==> config.mk <==
export PLATFORM = sky130hd
export DESIGN_NAME = win_reloc_decoder
export DESIGN_NICKNAME = d
export VERILOG_FILES = /design/src/rtl/win_pkg.sv /design/src/rtl/win_base_reg.sv /design/src/rtl/win_cmp.sv /design/src/rtl/win_reloc_decoder.sv
export SDC_FILE = /design/constraint.sdc
export NUM_CORES = 1
export LEC_CHECK = 0
export ABC_AREA = 1
export ABC_CLOCK_PERIOD_IN_PS = 1700
export CORE_MARGIN = 4
export CORE_UTILIZATION = 56
export CTS_CLUSTER_DIAMETER = 40
export DETAILED_ROUTE_END_ITERATION = 16
export DONT_BUFFER_PORTS = 1
export GPL_TIMING_DRIVEN = 0
export PLACE_DENSITY = 0.81
export SYNTH_ARGS = -nofsm -noshare
export SYNTH_HDL_FRONTEND = slang
export SYNTH_SLANG_ARGS = --single-unit
==> constraint.sdc <==
create_clock -name clk -period 1.7 [get_ports clk]
set_clock_uncertainty 0.15 [all_clocks]
set_input_delay 0.085 -clock clk [delete_from_list [all_inputs] [get_ports clk]]
set_output_delay 0.085 -clock clk [all_outputs]
set_load 0.02 [all_outputs]
==> src/rtl/win_pkg.sv <==
package win_pkg;
  typedef enum logic [1:0] {
    SZ_BYTE = 2'b00,
    SZ_WORD = 2'b01,
    SZ_LONG = 2'b10,
    SZ_RSVD = 2'b11
  } bus_size_e;
endpackage

==> src/rtl/win_base_reg.sv <==
module win_base_reg #(
  parameter int BASE_W = 20
) (
  input  logic              clk,
  input  logic              rst_n,
  input  logic              wr_en,
  input  logic [BASE_W-1:0] wr_base,
  output logic [BASE_W-1:0] base_q,
  output logic              valid_q
);
  always_ff @(posedge clk or negedge rst_n) begin
    if (!rst_n) begin
      base_q  <= '0;
      valid_q <= 1'b0;
    end else if (wr_en) begin
      base_q  <= wr_base;
      valid_q <= 1'b1;
    end
  end

  // a load shows up one clock after the write strobe
  p_load_r3: assert property (@(posedge clk) disable iff (!rst_n)
    wr_en |=> (valid_q && base_q == $past(wr_base)));
  // without a write strobe the register holds
  p_hold_r4: assert property (@(posedge clk) disable iff (!rst_n)
    !wr_en |=> ($stable(base_q) && $stable(valid_q)));
endmodule

==> src/rtl/win_cmp.sv <==
module win_cmp #(
  parameter int              ADDR_W = 32,
  parameter int              OFS_W  = 12,
  parameter int              FC_W   = 4,
  parameter logic [FC_W-1:0] CPU_FC = 4'h7
) (
  input  logic                    clk,
  input  logic                    rst_n,
  input  logic                    strobe,
  input  logic [ADDR_W-1:0]       addr,
  input  logic [FC_W-1:0]         fc,
  input  logic [ADDR_W-OFS_W-1:0] base,
  input  logic                    base_valid,
  output logic                    hit,
  output logic [OFS_W-1:0]        offset
);
  localparam int BASE_W = ADDR_W - OFS_W;

  function automatic logic page_match(input logic [ADDR_W-1:0] a,
                                      input logic [BASE_W-1:0] b);
    return a[ADDR_W-1:OFS_W] == b;
  endfunction

  logic space_ok;
  assign space_ok = (fc != CPU_FC);
  assign hit      = strobe && base_valid && space_ok && page_match(addr, base);
  assign offset   = hit ? addr[OFS_W-1:0] : '0;

  // nothing decodes before a base has been written
  p_no_hit_unset_r2: assert property (@(posedge clk) disable iff (!rst_n)
    !base_valid |-> !hit);
  // offset is quiet outside a hit
  p_offset_quiet_r6: assert property (@(posedge clk) disable iff (!rst_n)
    !hit |-> (offset == '0));
endmodule

==> src/rtl/win_reloc_decoder.sv <==
module win_reloc_decoder #(
  parameter int                ADDR_W   = 32,
  parameter int                OFS_W    = 12,
  parameter int                FC_W     = 4,
  parameter logic [FC_W-1:0]   CPU_FC   = 4'h7,
  parameter logic [ADDR_W-1:0] CFG_ADDR = 32'h0003FF00
) (
  input  logic              clk,
  input  logic              rst_n,
  input  logic              bus_strobe,
  input  logic [ADDR_W-1:0] bus_addr,
  input  logic [FC_W-1:0]   bus_fc,
  input  logic              bus_rw,
  input  logic [1:0]        bus_size,
  input  logic [ADDR_W-1:0] bus_wdata,
  output logic              win_hit,
  output logic [OFS_W-1:0]  win_offset,
  output logic              cfg_sel,
  output logic [ADDR_W-1:0] cfg_rdata
);
  import win_pkg::*;
  localparam int BASE_W = ADDR_W - OFS_W;

  function automatic logic [ADDR_W-1:0] pack_readback(input logic [BASE_W-1:0] b,
                                                      input logic v);
    return {b, {(OFS_W-1){1'b0}}, v};
  endfunction

  logic              cfg_wr;
  logic [BASE_W-1:0] base_q;
  logic              valid_q;

  assign cfg_sel   = bus_strobe && (bus_fc == CPU_FC) && (bus_addr == CFG_ADDR);
  assign cfg_wr    = cfg_sel && !bus_rw && (bus_size == SZ_LONG);
  assign cfg_rdata = (cfg_sel && bus_rw) ? pack_readback(base_q, valid_q) : '0;

  win_base_reg #(.BASE_W(BASE_W)) u_reg (
    .clk     (clk),
    .rst_n   (rst_n),
    .wr_en   (cfg_wr),
    .wr_base (bus_wdata[ADDR_W-1:OFS_W]),
    .base_q  (base_q),
    .valid_q (valid_q)
  );

  win_cmp #(.ADDR_W(ADDR_W), .OFS_W(OFS_W), .FC_W(FC_W), .CPU_FC(CPU_FC)) u_cmp (
    .clk        (clk),
    .rst_n      (rst_n),
    .strobe     (bus_strobe),
    .addr       (bus_addr),
    .fc         (bus_fc),
    .base       (base_q),
    .base_valid (valid_q),
    .hit        (win_hit),
    .offset     (win_offset)
  );

  // the base register path and the bank never claim the same access
  p_cfg_excl_r7: assert property (@(posedge clk) disable iff (!rst_n)
    cfg_sel |-> !win_hit);
  // an idle bus produces no outputs
  p_idle_quiet_r8: assert property (@(posedge clk) disable iff (!rst_n)
    !bus_strobe |-> (!win_hit && !cfg_sel && cfg_rdata == '0));
  // a selected register always carries CPU space
  p_cfg_space_r1: assert property (@(posedge clk) disable iff (!rst_n)
    cfg_sel |-> (bus_fc == CPU_FC));
endmodule

==> reports/summary.txt, run 1 <==
Top Family by Delay on Critical Path -> simple AND/OR/NAND/NOR gates
origin of the critical flop-to-flop path -> u_reg.base_q[3]
Setup-failing EPs final -> 13
post-layout instance count excluding filler cells -> 384
wire length of the first global-routing pass -> 8.47 mm
post-synthesis register bit count -> 21
number of warnings reported in the yosys synthesis log -> 0
WP buf/inv -> 1
Least-Margin Pin Slew -> 0.980 ns
kind of critical path -> reg2out
root cell of the clock tree -> sky130_fd_sc_hd__clkbuf_4
ANT cells -> 0
final worst setup slack -> -0.262 ns
CTS tree -> built
total power per unit cell area -> 388 nW/µm²
worst setup slack before clock tree synthesis -> -0.0146 ns
Slowest-stage cell, CP -> sky130_fd_sc_hd__dfrtp_1
nature of the critical path endpoint -> output pin
Row Count -> 20
total via count in the routed design -> 1,957
part of the cycle the worst path needs -> 115%
remaining number of nets flagged by the antenna check after routing -> 0
total count of hold-check failures in the final report -> 0
CTS HTree Levels -> 1
Max VDD drop -> 548 µV
highest-count cells in the layout ignoring fill and taps -> sky130_fd_sc_hd__nand2_1 (99), sky130_fd_sc_hd__inv_1 (43), sky130_fd_sc_hd__nor2_1 (26)
vias in the first global route -> 1,818
# IOs -> 120
pin count of the biggest net entering global routing -> 22
Max Fclk -> 510 MHz
worst setup path startpoint -> u_reg.base_q[10]
cell area after synthesis -> 1790 µm²
Nets -> 415
Final Instance Area -> 2360 µm²
failing checks -> negative setup slack
Initial DRT Pass Iterations -> 4
required time worst endpoint -> 1.46 ns
total congestion overflow after global routing -> 0
total core area -> 3050 µm²
CP Max Fanout -> 5
relative slew slack -> 34.5%
crit start category -> register
CTS Buffer Depth -> 2
detailed placement HPWL -> 3.89 mm
clock sinks -> 21
count of port buffers added during placement -> 0
total of fill cells in the finished design -> 236
minimum period implied by the final worst setup slack -> 1.96 ns
delay of the slowest cell on the worst path -> 0.43 ns
LEAKAGE -> 1.19 nW
DR iter-0 viols -> 132
cell breakdown of the critical path -> nand2_1 > o21ai_1 > nor2_1 > nand2_1 > nor2_2 > nand3_4 > buf_12 > nor2_4
total clock buffers created by CTS -> 3
all-layer global routing usage -> 26.0%
total length of routed wires -> 5.75 mm
final core utilization -> 77.3%
synthesized area per cell -> 6.09 µm²
clock-pin slew on the worst setup and hold paths -> 0.12 ns
Die Y -> 64.5 µm
Max-Cap Viols -> 0
Starting Density -> 58.5%
area overhead of the layout relative to synthesis -> 32.1%
Max Transition Viols Final -> 0
Post-DP Area -> 1880 µm²
Routed WL per cell -> 15.0 µm
RePlAce Congestion -> 0.849
drt drc -> 0
Hold Slack -> 0.0166 ns
leading cell type in the layout, fill and taps excluded -> sky130_fd_sc_hd__nand2_1
antenna violations before repair -> 0
Arr. time, crit path -> 1.73 ns
most repeated library cell on the critical path -> sky130_fd_sc_hd__nand2_1
number of distinct library cells after synthesis -> 18
die width -> 64.5 µm
area of the die -> 4160 µm²
result of the run -> finished, violations left
Syn Inst Count -> 293
launch point of the worst hold path -> bus_size[0]
portion of the post-synthesis area used by sequential elements -> 29.4%
setup repair after global routing missed its margin -> true
Cell Count Post-Placement -> 347
mean number of vias per cell -> 5.10
clock latency of the later-clocked register in the worst-skew pair -> 0.30 ns
worst min path class -> in2reg
share of cells above drive strength 1 -> 24.1%
[routing by layer]
| layer | wire length [µm] | GRT usage (%) | vias up |
|---|---|---|---|
| li1 | - | - | 959 |
| met1 | 2140 | 31.9 | 878 |
| met2 | 2950 | 47.0 | 108 |
| met3 | 536 | 5.89 | 12 |
| met4 | 125 | 4.22 | 0 |
| met5 | 0 | 0 | - |
[power breakdown]
| part | internal (mW) | switching, mW |
|---|---|---|
| registers | 0.499 | 0.0000000000348 |
| logic | 0.0762 | 0.0913 |
| clock network | 0.0915 | 0.157 |
| total | 0.667 | 0.249 |
[tightest hold or removal path: stages]
cell and delay (ns):
sky130_fd_sc_hd__nor3b_1 0.05, sky130_fd_sc_hd__nand3_2 0.11, sky130_fd_sc_hd__buf_6 0.14, sky130_fd_sc_hd__nand2_1 0.05
[cells by family (layout without fill, tap and decap cells)]
family / after synthesis / in the layout / share of synthesized area, %
buffers and inverters: 71 / 108 / 19.7
DFF: 21 / 21 / 29.4
and+or+nand+nor: 190 / 190 / 47.7
AOI/OAI and AO/OA: 10 / 10 / 2.94
other: 1 / 11 / 0.210
[repair_timing]
action,4_1_cts,5_1_grt
pin swaps,2,14
buffers inserted,5,5
cloned,0,1
resized for setup,26,20
endpoints found under the setup margin,13,14
endpoints found under the hold margin,41,0
hold buffers,22,0
[worst paths after layout]
kind	to	slack [ns]	depth (start not counted)
max in group asynchronous	u_reg.base_q[3]	0.59	1
worst max register to register	u_reg.base_q[3]	0.25	4
worst min-delay path	u_reg.valid_q	0.02	4
worst max-delay path	win_offset[7]	-0.26	8
worst min register to register	u_reg.base_q[17]	0.34	2
min in group asynchronous	u_reg.base_q[13]	0.22	1
[per-stage QoR]
stage	power (mW)	setup TNS (ns)
final	0.916	-3.05
after global routing	0.949	-4.27
after CTS	0.904	-2.38
after detailed placement	0.612	-0.107
after global placement	0.611	0
after floorplan	0.603	0
[sequential cells by signal (all words and copies together), names as in the netlist]
register	flops
u_reg.base_q	20
u_reg.valid_q	1
[layout make-up]
type	count	area (µm²)	share of cell area [%]
buffer	22	181	7.69
clock buffer	4	26.3	1.11
inverter	49	196	8.33
multi-input combinational	211	1050	44.7
sequential	21	526	22.3
tap	44	55.1	2.33
timing repair buffer	33	320	13.6
[synth_stat cells]
| cell | n | area (µm²) |
|---|---|---|
| sky130_fd_sc_hd__buf_6 | 5 | 56.3 |
| sky130_fd_sc_hd__nor4_1 | 1 | 6.26 |
| sky130_fd_sc_hd__buf_2 | 5 | 25.0 |
| sky130_fd_sc_hd__nand2_1 | 99 | 372 |
| sky130_fd_sc_hd__nand3_1 | 1 | 5.00 |
| sky130_fd_sc_hd__nor2_1 | 42 | 158 |
| sky130_fd_sc_hd__o21ai_0 | 9 | 45.0 |
| sky130_fd_sc_hd__nor3b_1 | 1 | 7.51 |
| sky130_fd_sc_hd__buf_4 | 11 | 82.6 |
| sky130_fd_sc_hd__nor2_2 | 21 | 131 |
| sky130_fd_sc_hd__clkbuf_1 | 1 | 3.75 |
| sky130_fd_sc_hd__conb_1 | 1 | 3.75 |
| sky130_fd_sc_hd__nand4_1 | 21 | 131 |
| sky130_fd_sc_hd__dfrtp_1 | 21 | 526 |
| sky130_fd_sc_hd__nor2_4 | 1 | 11.3 |
| sky130_fd_sc_hd__nand3_2 | 3 | 30.0 |
| sky130_fd_sc_hd__inv_1 | 49 | 184 |
| sky130_fd_sc_hd__o211ai_1 | 1 | 7.51 |
Note: power is estimated with default switching activity, not from simulation.
==> inputs of run 2 (changes only) <==
SKIP_CTS_REPAIR_TIMING = 1   (was unset)
SYNTH_HIERARCHICAL = 1   (was unset)
==> reports/summary.txt, run 2 <==
hold path cells -> 5
RePlAce Congestion -> 0.793
root cell of the clock tree -> sky130_fd_sc_hd__clkbuf_4
overall power after layout -> 0.903 mW
die width -> 66.3 µm
Setup-failing EPs final -> 13
clock sinks -> 21
drt drc -> 0
total length of routed wires -> 4.97 mm
detailed placement HPWL -> 3.74 mm
Starting Density -> 60.4%
number of distinct library cells after synthesis -> 20
Max Transition Viols Final -> 0
total negative slack for setup checks -> -2.61 ns
cell area after synthesis -> 1900 µm²
number of synthesized flops with an enable pin -> 0
cell breakdown of the critical path -> nor2_1 > nor2_1 > nor2_1 > nand2_1 > nor2_2 > nand3_4 > buf_12 > nor2_4
post-synthesis register bit count -> 21
Post-DP Area -> 2000 µm²
share of cells above drive strength 1 -> 20.7%
delay of the slowest cell on the worst path -> 0.42 ns
proportion of netlist area held by the largest area contributor -> 27.6%
Min-Delay Endpoint -> u_reg/base_q[9]
area overhead of the layout relative to synthesis -> 24.4%
total via count in the routed design -> 1,852
total core area -> 3150 µm²
relative slew slack -> 35.3%
worst min path class -> in2reg
max reg flops -> 20
total congestion overflow after global routing -> 0
remaining number of nets flagged by the antenna check after routing -> 0
DR iter-0 viols -> 38
registers with the most flip-flops -> u_reg/base_q (20), u_reg/valid_q (1)
Slowest-stage cell, CP -> sky130_fd_sc_hd__dfrtp_1
Row Count -> 20
vias in the first global route -> 1,553
total clock buffers created by CTS -> 3
Nets -> 442
Initial DRT Pass Iterations -> 5
Routed WL per cell -> 12.1 µm
synthesized area per cell -> 5.84 µm²
nature of the critical path endpoint -> output pin
pin count of the biggest net entering global routing -> 22
crit start category -> register
Max Fclk -> 524 MHz
Max VDD drop -> 435 µV
clock-pin slew on the worst setup and hold paths -> 0.12 ns
terminus of the critical flop-to-flop path -> u_reg/valid_q
Hold Slack -> 0.0783 ns
highest-count cells in the layout ignoring fill and taps -> sky130_fd_sc_hd__nand2_1 (124), sky130_fd_sc_hd__inv_1 (73), sky130_fd_sc_hd__nor2_1 (32)
launch point of the worst hold path -> bus_size[1]
leading cell type in the layout, fill and taps excluded -> sky130_fd_sc_hd__nand2_1
# IOs -> 120
total count of hold-check failures in the final report -> 0
count of port buffers added during placement -> 0
portion of the post-synthesis area used by sequential elements -> 27.6%
setup repair after global routing missed its margin -> true
total power per unit cell area -> 381 nW/µm²
setup slack, reg-to-reg -> 0.77 ns
kind of critical path -> reg2out
CTS tree -> built
part of the cycle the worst path needs -> 112%
leading post-synthesis cells by instance count -> sky130_fd_sc_hd__nand2_1 (124), sky130_fd_sc_hd__inv_1 (74), sky130_fd_sc_hd__nor2_1 (36)
LEAKAGE -> 1.23 nW
CTS Buffer Depth -> 2
Yosys top cell by area -> sky130_fd_sc_hd__dfrtp_1
all-layer global routing usage -> 19.5%
most repeated library cell on the critical path -> sky130_fd_sc_hd__nor2_1
ANT cells -> 0
clock latency of the later-clocked register in the worst-skew pair -> 0.30 ns
number of warnings reported in the yosys synthesis log -> 6
top-count cell post-synth -> sky130_fd_sc_hd__nand2_1
Reg with most FFs -> u_reg/base_q
Least-Margin Pin Slew -> 0.967 ns
Arr. time, crit path -> 1.67 ns
mean number of vias per cell -> 4.51
CP Max Fanout -> 10
worst setup slack before clock tree synthesis -> 0.0300 ns
Final Instance Area -> 2370 µm²
antenna violations before repair -> 0
minimum period implied by the final worst setup slack -> 1.91 ns
asr flop ratio synth -> 100%
Post-synth top flop -> sky130_fd_sc_hd__dfrtp_1
final worst setup slack -> -0.208 ns
required time worst endpoint -> 1.46 ns
Syn Inst Count -> 326
Max-Cap Viols -> 0
area of the die -> 4400 µm²
Die Y -> 66.3 µm
failing checks -> negative setup slack
result of the run -> finished, violations left
dominant cells by area after synthesis -> sky130_fd_sc_hd__dfrtp_1 (28%), sky130_fd_sc_hd__nand2_1 (24%), sky130_fd_sc_hd__inv_1 (15%)
wire length of the first global-routing pass -> 6.61 mm
Worst Reg-to-Reg Cells -> 1
CTS HTree Levels -> 1
origin of the critical flop-to-flop path -> u_reg/valid_q
run 2: changes by cell type after synthesis, sizes merged, moves of 2 or more:
cell	previous run	this run
buf	21	18
nor2	64	72
inv	49	77
nand3b	0	2
nand2	99	125
nand4	21	1
o21ai	9	3
nand3	4	2
run 2: worst max-delay path by stage:
| stage | to | cells past startpoint | from | slack [ns] |
|---|---|---|---|---|
| 6_report | win_offset[6] | 8 | u_reg/base_q[14] | -0.21 |
| 5_1_grt | win_offset[3] | 8 | u_reg/base_q[18] | -0.31 |
| 4_1_cts | win_offset[7] | 8 | u_reg/base_q[6] | -0.31 |
| 3_5_place_dp | win_offset[7] | 8 | u_reg/base_q[6] | 0.03 |
| 3_3_place_gp | win_offset[9] | 9 | u_reg/base_q[11] | 0.08 |
| 2_1_floorplan | win_offset[1] | 8 | u_reg/base_q[8] | 0.26 |
run 2: routing by layer:
metal | wire (µm) | GRT usage (%) | vias to the layer above
li1 | - | - | 968
met1 | 1820 | 22.6 | 790
met2 | 2530 | 34.9 | 90
met3 | 584 | 5.95 | 4
met4 | 32 | 3.81 | 0
met5 | 0 | 0 | -
run 2: stage by stage:
step	instances	utilization, %
6_report	411	75.1
5_1_grt	411	75.1
4_1_cts	384	64.2
3_5_place_dp	380	63.3
3_3_place_gp	380	63.3
2_1_floorplan	336	-
run 2: worst max-delay path: cells and delay by family, from the launching register on:
family	cells	cell delay, ns
flip-flops	1	0.42
AND/OR/NAND/NOR	7	0.77
buffers and inverters	1	0.18
run 2: layout make-up:
cell class | count | area [µm²]
buffer | 18 | 163
clock buffer | 4 | 26.3
fill | 271 | 785
inverter | 77 | 293
multi-input combinational | 220 | 1050
sequential | 21 | 526
tap | 44 | 55.1
timing repair buffer | 27 | 255
run 2: kinds of logic (layout without fill, tap and decap cells):
| group | count (synthesis) | after routing | share of synthesized area, % |
|---|---|---|---|
| flops | 21 | 21 | 27.6 |
| simple gates | 204 | 204 | 47.3 |
| other cells | 1 | 11 | 0.197 |
| compound gates | 4 | 4 | 1.18 |
| xor+xnor | 1 | 1 | 0.460 |
| buf+inv | 95 | 126 | 23.3 |
run 2: where the power goes:
group | internal, mW | switching [mW] | leakage, nW
Combinational | 0.0786 | 0.0871 | 0.919
Clock | 0.0913 | 0.147 | 0.0150
Sequential | 0.499 | 0.0000000000250 | 0.294
Total | 0.669 | 0.234 | 1.23
